File: config.mk
export PLATFORM = sky130hd
export DESIGN_NAME = can_xcvr_ctrl
export DESIGN_NICKNAME = d
export VERILOG_FILES = /design/src/rtl/can_ctrl_pkg.sv /design/src/rtl/can_sync.sv /design/src/rtl/can_mode_seq.sv /design/src/rtl/can_dom_timer.sv /design/src/rtl/can_tx_lockout.sv /design/src/rtl/can_xcvr_ctrl.sv
export SDC_FILE = /design/constraint.sdc
export NUM_CORES = 1
export LEC_CHECK = 0
export BUFFER_PORTS_ARGS = -buffer_cell sky130_fd_sc_hd__buf_2
export CAP_MARGIN = 25
export CORE_MARGIN = 3
export CORE_UTILIZATION = 50
export CTS_CLUSTER_SIZE = 14
export DETAILED_ROUTE_END_ITERATION = 8
export GPL_TIMING_DRIVEN = 0
export PLACE_DENSITY = 0.69
export SYNTH_ARGS = -nofsm -noshare
export SYNTH_HDL_FRONTEND = slang
export SYNTH_SLANG_ARGS = --single-unit
File: constraint.sdc
create_clock -name clk_i -period 2 [get_ports clk_i]
set_input_delay 0.1 -clock clk_i [delete_from_list [all_inputs] [get_ports clk_i]]
set_output_delay 0.1 -clock clk_i [all_outputs]
set_load 0.02 [all_outputs]
File: src/rtl/can_ctrl_pkg.sv
package can_ctrl_pkg;
  typedef enum logic [1:0] {
    MODE_OFF    = 2'b00,
    MODE_NORMAL = 2'b01,
    MODE_SILENT = 2'b10
  } mode_e;
endpackage

File: src/rtl/can_sync.sv
module can_sync #(
  parameter int unsigned W       = 2,
  parameter logic [W-1:0] RST_VAL = '1
) (
  input  logic         clk_i,
  input  logic         rst_ni,
  input  logic [W-1:0] d_i,
  output logic [W-1:0] q_o
);
  for (genvar g = 0; g < W; g++) begin : g_bit
    logic s1_q, s2_q;
    always_ff @(posedge clk_i or negedge rst_ni) begin
      if (!rst_ni) begin
        s1_q <= RST_VAL[g];
        s2_q <= RST_VAL[g];
      end else begin
        s1_q <= d_i[g];
        s2_q <= s1_q;
      end
    end
    assign q_o[g] = s2_q;
  end
endmodule

File: src/rtl/can_mode_seq.sv
module can_mode_seq
  import can_ctrl_pkg::*;
#(
  parameter int unsigned MODE_DLY = 2000
) (
  input  logic  clk_i,
  input  logic  rst_ni,
  input  logic  uv_i,
  input  logic  sel_i,
  output mode_e mode_o
);
  localparam int unsigned CW = $clog2(MODE_DLY + 1);
  localparam logic [CW-1:0] LAST = CW'(MODE_DLY - 1);

  mode_e         mode_q;
  logic [CW-1:0] dly_q;

  always_ff @(posedge clk_i or negedge rst_ni) begin
    if (!rst_ni) begin
      mode_q <= MODE_OFF;
      dly_q  <= '0;
    end else if (uv_i) begin
      mode_q <= MODE_OFF;
      dly_q  <= '0;
    end else begin
      case (mode_q)
        MODE_OFF: begin
          mode_q <= sel_i ? MODE_SILENT : MODE_NORMAL;
          dly_q  <= '0;
        end
        MODE_NORMAL: begin
          if (sel_i) mode_q <= MODE_SILENT;
          dly_q <= '0;
        end
        MODE_SILENT: begin
          if (sel_i) begin
            dly_q <= '0;
          end else if (dly_q == LAST) begin
            mode_q <= MODE_NORMAL;
            dly_q  <= '0;
          end else begin
            dly_q <= dly_q + 1'b1;
          end
        end
        default: begin
          mode_q <= MODE_OFF;
          dly_q  <= '0;
        end
      endcase
    end
  end

  assign mode_o = mode_q;

  a_r1_uv_forces_off: assert property (@(posedge clk_i) disable iff (!rst_ni)
    uv_i |=> mode_q == MODE_OFF);
  a_r2_leave_off: assert property (@(posedge clk_i) disable iff (!rst_ni)
    (mode_q == MODE_OFF && !uv_i) |=> mode_q != MODE_OFF);
  a_r8_to_silent_next: assert property (@(posedge clk_i) disable iff (!rst_ni)
    (mode_q == MODE_NORMAL && sel_i && !uv_i) |=> mode_q == MODE_SILENT);
  a_r8_hold_silent: assert property (@(posedge clk_i) disable iff (!rst_ni)
    (mode_q == MODE_SILENT && sel_i && !uv_i) |=> mode_q == MODE_SILENT);
endmodule

File: src/rtl/can_dom_timer.sv
module can_dom_timer #(
  parameter int unsigned TO_CYC = 200000
) (
  input  logic clk_i,
  input  logic rst_ni,
  input  logic clr_i,
  input  logic txd_i,
  output logic lock_o
);
  localparam int unsigned CW = $clog2(TO_CYC + 1);
  localparam logic [CW-1:0] LAST = CW'(TO_CYC - 1);

  logic [CW-1:0] cnt_q;
  logic          lock_q;

  // Synchronizer resets high, so counting from the first low sample is
  // the same as starting on a falling edge; a rising edge clears all.
  always_ff @(posedge clk_i or negedge rst_ni) begin
    if (!rst_ni) begin
      cnt_q  <= '0;
      lock_q <= 1'b0;
    end else if (clr_i || txd_i) begin
      cnt_q  <= '0;
      lock_q <= 1'b0;
    end else begin
      if (cnt_q == LAST) lock_q <= 1'b1;
      if (cnt_q != LAST) cnt_q <= cnt_q + 1'b1;
    end
  end

  assign lock_o = lock_q;

  a_r5_lock_holds_low: assert property (@(posedge clk_i) disable iff (!rst_ni)
    (lock_q && !txd_i && !clr_i) |=> lock_q);
  a_r5_release_high: assert property (@(posedge clk_i) disable iff (!rst_ni)
    txd_i |=> !lock_q);
  a_r1_uv_clears: assert property (@(posedge clk_i) disable iff (!rst_ni)
    clr_i |=> (!lock_q && cnt_q == '0));
endmodule

File: src/rtl/can_tx_lockout.sv
module can_tx_lockout (
  input  logic clk_i,
  input  logic rst_ni,
  input  logic uv_i,
  input  logic ot_i,
  input  logic txd_i,
  output logic lock_th_o,
  output logic lock_uv_o
);
  logic lock_th_q, lock_uv_q;

  always_ff @(posedge clk_i or negedge rst_ni) begin
    if (!rst_ni) begin
      lock_th_q <= 1'b0;
      lock_uv_q <= 1'b1;
    end else begin
      lock_th_q <= ot_i | (lock_th_q & ~txd_i);
      lock_uv_q <= uv_i | (lock_uv_q & ~txd_i);
    end
  end

  assign lock_th_o = lock_th_q;
  assign lock_uv_o = lock_uv_q;

  a_r6_thermal_sets: assert property (@(posedge clk_i) disable iff (!rst_ni)
    ot_i |=> lock_th_q);
  a_r6_thermal_needs_high: assert property (@(posedge clk_i) disable iff (!rst_ni)
    (lock_th_q && !txd_i) |=> lock_th_q);
  a_r7_uv_needs_high: assert property (@(posedge clk_i) disable iff (!rst_ni)
    (lock_uv_q && !txd_i) |=> lock_uv_q);
endmodule

File: src/rtl/can_xcvr_ctrl.sv
module can_xcvr_ctrl
  import can_ctrl_pkg::*;
#(
  parameter int unsigned TO_CYC   = 200000,
  parameter int unsigned MODE_DLY = 2000
) (
  input  logic       clk_i,
  input  logic       rst_ni,
  input  logic       txd_i,
  input  logic       silent_i,
  input  logic       uv_core_i,
  input  logic       uv_io_i,
  input  logic       overtemp_i,
  input  logic       bus_dom_i,
  output logic       tx_en_o,
  output logic       drive_dom_o,
  output logic       bias_en_o,
  output logic       rxd_o,
  output logic       rxd_oe_o,
  output logic [1:0] mode_o,
  output logic       lock_timeout_o,
  output logic       lock_thermal_o,
  output logic       lock_uv_o
);
  logic [1:0] sync_q;
  logic       txd_s, sel_s, uv_any;
  logic       lock_to, lock_th, lock_uv;
  mode_e      mode;

  assign uv_any = uv_core_i | uv_io_i;

  can_sync #(.W(2), .RST_VAL(2'b11)) u_sync (
    .clk_i (clk_i),
    .rst_ni(rst_ni),
    .d_i   ({silent_i, txd_i}),
    .q_o   (sync_q)
  );
  assign txd_s = sync_q[0];
  assign sel_s = sync_q[1];

  can_mode_seq #(.MODE_DLY(MODE_DLY)) u_mode (
    .clk_i (clk_i),
    .rst_ni(rst_ni),
    .uv_i  (uv_any),
    .sel_i (sel_s),
    .mode_o(mode)
  );

  can_dom_timer #(.TO_CYC(TO_CYC)) u_timer (
    .clk_i (clk_i),
    .rst_ni(rst_ni),
    .clr_i (uv_any),
    .txd_i (txd_s),
    .lock_o(lock_to)
  );

  can_tx_lockout u_lock (
    .clk_i    (clk_i),
    .rst_ni   (rst_ni),
    .uv_i     (uv_any),
    .ot_i     (overtemp_i),
    .txd_i    (txd_s),
    .lock_th_o(lock_th),
    .lock_uv_o(lock_uv)
  );

  assign tx_en_o        = (mode == MODE_NORMAL) & ~lock_to & ~lock_th & ~lock_uv;
  assign drive_dom_o    = tx_en_o & ~txd_s;
  assign bias_en_o      = (mode != MODE_OFF);
  assign rxd_oe_o       = (mode != MODE_OFF);
  assign rxd_o          = rxd_oe_o ? ~bus_dom_i : 1'b1;
  assign mode_o         = mode;
  assign lock_timeout_o = lock_to;
  assign lock_thermal_o = lock_th;
  assign lock_uv_o      = lock_uv;

  a_r4_silent_no_drive: assert property (@(posedge clk_i) disable iff (!rst_ni)
    (mode == MODE_SILENT) |-> !drive_dom_o);
  a_r10_drive_needs_lowtx: assert property (@(posedge clk_i) disable iff (!rst_ni)
    drive_dom_o |-> (!txd_s && !lock_uv && !lock_th && !lock_to));
  a_r1_off_quiet: assert property (@(posedge clk_i) disable iff (!rst_ni)
    (mode == MODE_OFF) |-> (!rxd_oe_o && !bias_en_o && !tx_en_o));
endmodule

# After elaboration in Yosys (flattened, before gate mapping)
# Cells that the tools add are included.
word_totals:
  output_inout_bits: 10
  regBits: 38
  inputBits: 8
op_classes:
  eq_ne: 8
  muxes: 15
  n_bitwise: 14
  add_sub_neg: 2
  n_reduce_logical: 6
op_table:
  columns: ["op", "n"]
  rows:
  - ["$mux 11", 4]
  - ["$mux 18", 2]
  - ["$add 18x1->18 const B", 1]
  - ["$eq 18x18->1 const B", 1]
  - ["$ne 18x18->1 const B", 1]
  - ["$add 11x1->11 const B", 1]
  - ["$eq 11x11->1 const B", 1]
  - ["$mux 2", 5]
  - ["$and 1x1->1", 6]
  - ["$ne 3x1->1 const B", 2]
  - ["$pmux 2 s3", 1]
  - ["$reduce_bool 2->1", 3]
  - ["$not 1->1", 5]
  - ["$mux 1", 3]
  - ["$ne 3x2->1 const B", 1]
  - ["$or 1x1->1", 3]
  - ["$reduce_and 3->1", 1]
  - ["$eq 2x1->1 const B", 1]
  - ["$eq 2x2->1 const B", 1]
  - ["$logic_not 2->1", 1]
  - ["$logic_or 1x1->1", 1]

# Logic depth before layout (Yosys ltp)
depth:
  word_depth: 5
  depth_mapped: 6

# Modules after synthesis
# From an unflattened synthesis, not the netlist that was laid out.
unflattened:
  cells_unflattened: 186
  area_unflattened_um2: 1888.1
modules_own_cells:
  columns: ["mod", "seq_area_each_um2", "cells_per_inst", "area_per_inst_um2", "n_inst"]
  rows:
  - ["can_dom_timer", 475.5, 103, 998.5, 1]
  - ["can_mode_seq", 325.3, 64, 651.9, 1]
  - ["can_sync", 105.1, 6, 120.1, 1]
  - ["can_tx_lockout", 51.3, 5, 70.1, 1]
  - ["can_xcvr_ctrl", 0.0, 8, 47.5, 1]

# Worst setup path after synthesis
# No wires, ideal clock.
synth_path:
  path_type: "register to register"
  start: "register u_mode.dly_q[0]"
  end: "register u_mode.dly_q[4]"
  required_ps: 1929
  synth_period_minus_slack_ps: 1665
  arrival_time_ps: 1594
  setup_ps: 71
  setup_slack_ps: 335
  path_stages_with_launch: 7
  cell_sequence: "dfrtp_1 -> ha_1 -> nand3_1 -> o311ai_0 -> or4_1 -> buf_4 -> nor2_1"
synth_via:
  elab_chain_len: 5
synth_rtl:
  columns: ["item", "line_no", "text"]
  rows:
  - ["start: declaration", "can_mode_seq.sv:16", "logic [CW-1:0] dly_q;"]
  - ["start signal: assignment", "can_mode_seq.sv:42", "dly_q <= dly_q + 1'b1;"]
  - ["$add 11x1->11 / $eq 11x11->1 (equally long branches)", "can_mode_seq.sv:42, can_mode_seq.sv:38", null]
  - ["$mux 11 (*)", "can_mode_seq.sv:38", "end else if (dly_q == LAST) begin"]
  - ["$mux 11 (*)", "can_mode_seq.sv:36", "if (sel_i) begin"]
  - ["$mux 11 (*)", "can_mode_seq.sv:26", "case (mode_q)"]
  - ["$mux 11 (*)", "can_mode_seq.sv:22", "end else if (uv_i) begin"]
# Every way passes the cells marked *; elsewhere a longest branch is shown, timed or not.
# A chain may end at the register's enable or synchronous reset.

# Worst setup path in the final report
layout_path:
  start: "register u_mode.dly_q[0]"
  end: "register u_mode.dly_q[9]"
# The elaborated chain is that of the path after synthesis.

==> results.yml <==
pwr:
  clock_power_share: 0.332
  p_per_area_mw_per_mm2: 627
  power.leakage_nw: 0.853
  p_seq_frac: 0.614
  ir_drop_v: 0.000327
  sw_frac_of_total: 0.240
  comb_power_share: 0.054
  p_sw_uw: 308
  intPower_uw: 976
yosys:
  yosysTopAreaCellShare: 0.460
  synth_nets: 186
  synth_top_cell_by_area: "dfrtp_1"
  synthArstFlopShare: 1.00
  syn_area_mm2: 0.00180
  synth_edf_count: 0
  ys_types: 39
  synthFlopType: "dfrtp_1"
  ys_warn_count: 0
  ys_ff_latch: 38
  syn_avg_cell_area_um2: 10.2
  postSynthCellCount: 176
  yosys-top-cells-area: "dfrtp_1 46%, dfstp_2 7.3%, nor2_1 4.6%"
  seq_area_frac_synth: 0.533
global_routing:
  antenna_found_initial: 0
  grt_overflow: 0
  grt_pass1_wl_um: 6440
  track_usage: 0.191
  grt_pass1_vias: 1449
  grt_max_degree: 39
routing:
  antenna_left: 0
  vias: 1372
  drc_errors: 0
  viasPerCell: 5.47
  wirelength_um: 3410
  drtIter0Drc: 118
  wl_per_cell_um: 13.6
  first_pass_iters: 4
worst_hold_path:
  hold_end: "u_lock.lock_uv_o"
  hold_path_depth: 3
  holdCritStartpoint: "uv_io_i"
  hold_class: "in2reg"
clock_network:
  ctsLongestPathBuffers: 2
  h-tree-depth: 2
  insertion_delay_ns: 0.35
  cts_root_buffer: "clkbuf_4"
  cts_sinks: 38
  tritoncts: "built"
  numCtsBuffers: 5
  clk_pin_slew_ns: 0.12
worst_setup_path:
  critical_path_arrival_ns: 2.11
  crit_fanout: 10
  rr_startpoint: "u_mode.dly_q[0]"
  cp.required_ns: 2.28
  cp-end-kind: "flop"
  worst_r2r_path_depth: 6
  r2r_end: "u_mode.dly_q[9]"
  rrSetupSlack_ns: 0.17
  setup.worst_path.start_class: "flop"
  worstSetupPathType: "reg2reg"
die:
  die_x_um: 65.9
  io_pins: 18
  start_util: 0.530
  row_count: 21
  die_h_um: 65.9
  fp.coreArea_mm2: 0.00339
  dieArea_mm2: 0.00435
placed_design:
  hpwl_um: 2410
  postPlaceCellArea_mm2: 0.00194
  io_buffer_count: 17
  place.gp.congestion: 0.847
timing:
  holdWs_ns: 0.0356
  fmax_mhz: 546
  maxSlewViolCount: 0
  fin_setup_tns_ns: 0
  rsz0062_at_grt: "no"
  setup_viol: 0
  final-hold-violation-count: 0
  slew_headroom: 0.451
  period_minus_slack_ns: 1.83
  fin_skew_ns: 0.0102
  worst_pin_slew_ns: 0.824
  finalCritPeriodShare: 0.916
finish:
  final_common_cell: "dfrtp_1"
  antenna_cells: 0
  final_nets: 214
  final_area_mm2: 0.00205
  area_growth_pct: 14.0
  layout_common_cells: "33 x dfrtp_1, 22 x nor2_1, 18 x buf_2, 12 x nand2_1, 9 x xor2_1"
  fill_cells: 291
  drive_gt1_frac: 0.215
flow_run:
  drv_cap: 0
run_status:
  status: "finished clean"
registers in the layout, summed over array words and instances, names as in the netlist:
name / flops
u_lock.lock_uv_o: 1
u_mode.dly_q: 11
u_mode.mode_o: 2
u_timer.cnt_q: 18
u_lock.lock_th_o: 1
u_sync.g_bit.s2_q: 2
u_timer.lock_o: 1
u_sync.g_bit.s1_q: 2
what timing repair did:
item | in CTS | in global routing
hold buffers | 4 | 0
gates resized for setup | 0 | 1
hold endpoints to repair | 36 | 0
setup endpoints to repair | 0 | 1
setup buffers | 0 | 0
per-stage QoR:
step | cells | util | worst slack [ns] | power [mW]
floorplan | 176 | - | 0.335 | 0.832
detailed placement | 239 | 0.572 | 0.117 | 0.868
global route | 251 | 0.604 | 0.0200 | 1.36
finish | 251 | 0.604 | 0.168 | 1.28
global placement | 239 | 0.572 | 0.191 | 0.866
CTS | 251 | 0.603 | 0.0954 | 1.30
synthesized netlist by cell type (all sizes together), types with 4 or more instances:
| library cell | number |
|---|---|
| and4 | 5 |
| nand2 | 14 |
| buf | 5 |
| nand4 | 8 |
| or3 | 6 |
| nand3 | 9 |
| dfstp | 5 |
| xor2 | 9 |
| o21ai | 8 |
| nor2 | 22 |
| a21oi | 8 |
| xnor2 | 6 |
| nor3 | 8 |
| dfrtp | 33 |
| inv | 4 |
worst max-delay path by stage:
stage                                 from  slack, ns                 to
final                      u_mode.dly_q[0]       0.17    u_mode.dly_q[9]
after global routing      u_timer.cnt_q[0]       0.02  u_timer.cnt_q[16]
after CTS                  u_mode.dly_q[0]        0.1    u_mode.dly_q[9]
after detailed placement   u_mode.dly_q[0]       0.12    u_mode.dly_q[9]
after global placement     u_mode.dly_q[0]       0.19    u_mode.dly_q[9]
after floorplan            u_mode.dly_q[0]       0.33    u_mode.dly_q[4]
area by class of cell:
cell class                 count  area, µm²  share of cell area
sequential                    38        957               0.467
clock inverter                 2       12.5             0.00611
timing repair buffer          21        125              0.0611
tap                           46       57.6              0.0281
clock buffer                   6       51.3              0.0250
multi-input combinational    129        795               0.388
buffer                         5       35.0              0.0171
inverter                       4       15.0             0.00733
kinds of logic after synthesis:
logic type	count (synthesis)	synth area share
XOR/XNOR	15	0.0731
adder cells (fa/ha/maj)	2	0.0139
AND/OR/NAND/NOR	87	0.272
buffers and inverters	9	0.0278
AO/OA/AOI/OAI	25	0.0808
flip-flops	38	0.533
worst max-delay path, cell delays in order, from the launching register on:
cell and delay [ns]:
dfrtp_1 0.42, ha_1 0.25, nand3_2 0.14, o311ai_0 0.15, or4_1 0.47, buf_4 0.20
nor2_1 0.13
power groups by stage:
stage	clock (mW)	combinational, mW	sequential, mW
after floorplan	0	0.0248	0.807
after global placement	0	0.0633	0.803
after detailed placement	0	0.0649	0.803
after CTS	0.440	0.0710	0.789
after global routing	0.488	0.0789	0.790
final	0.425	0.0692	0.789
per-layer routing:
layer / global-route usage / share of wire / up-vias / routed length [µm]
li1: - / - / 683 / -
met1: 0.236 / 0.49 / 655 / 1690
met2: 0.317 / 0.44 / 28 / 1510
met3: 0.0612 / 0.048 / 6 / 163
met4: 0.0635 / 0.014 / 0 / 48
met5: 0 / 0 / - / 0
Power figures use the tool's default switching activity.
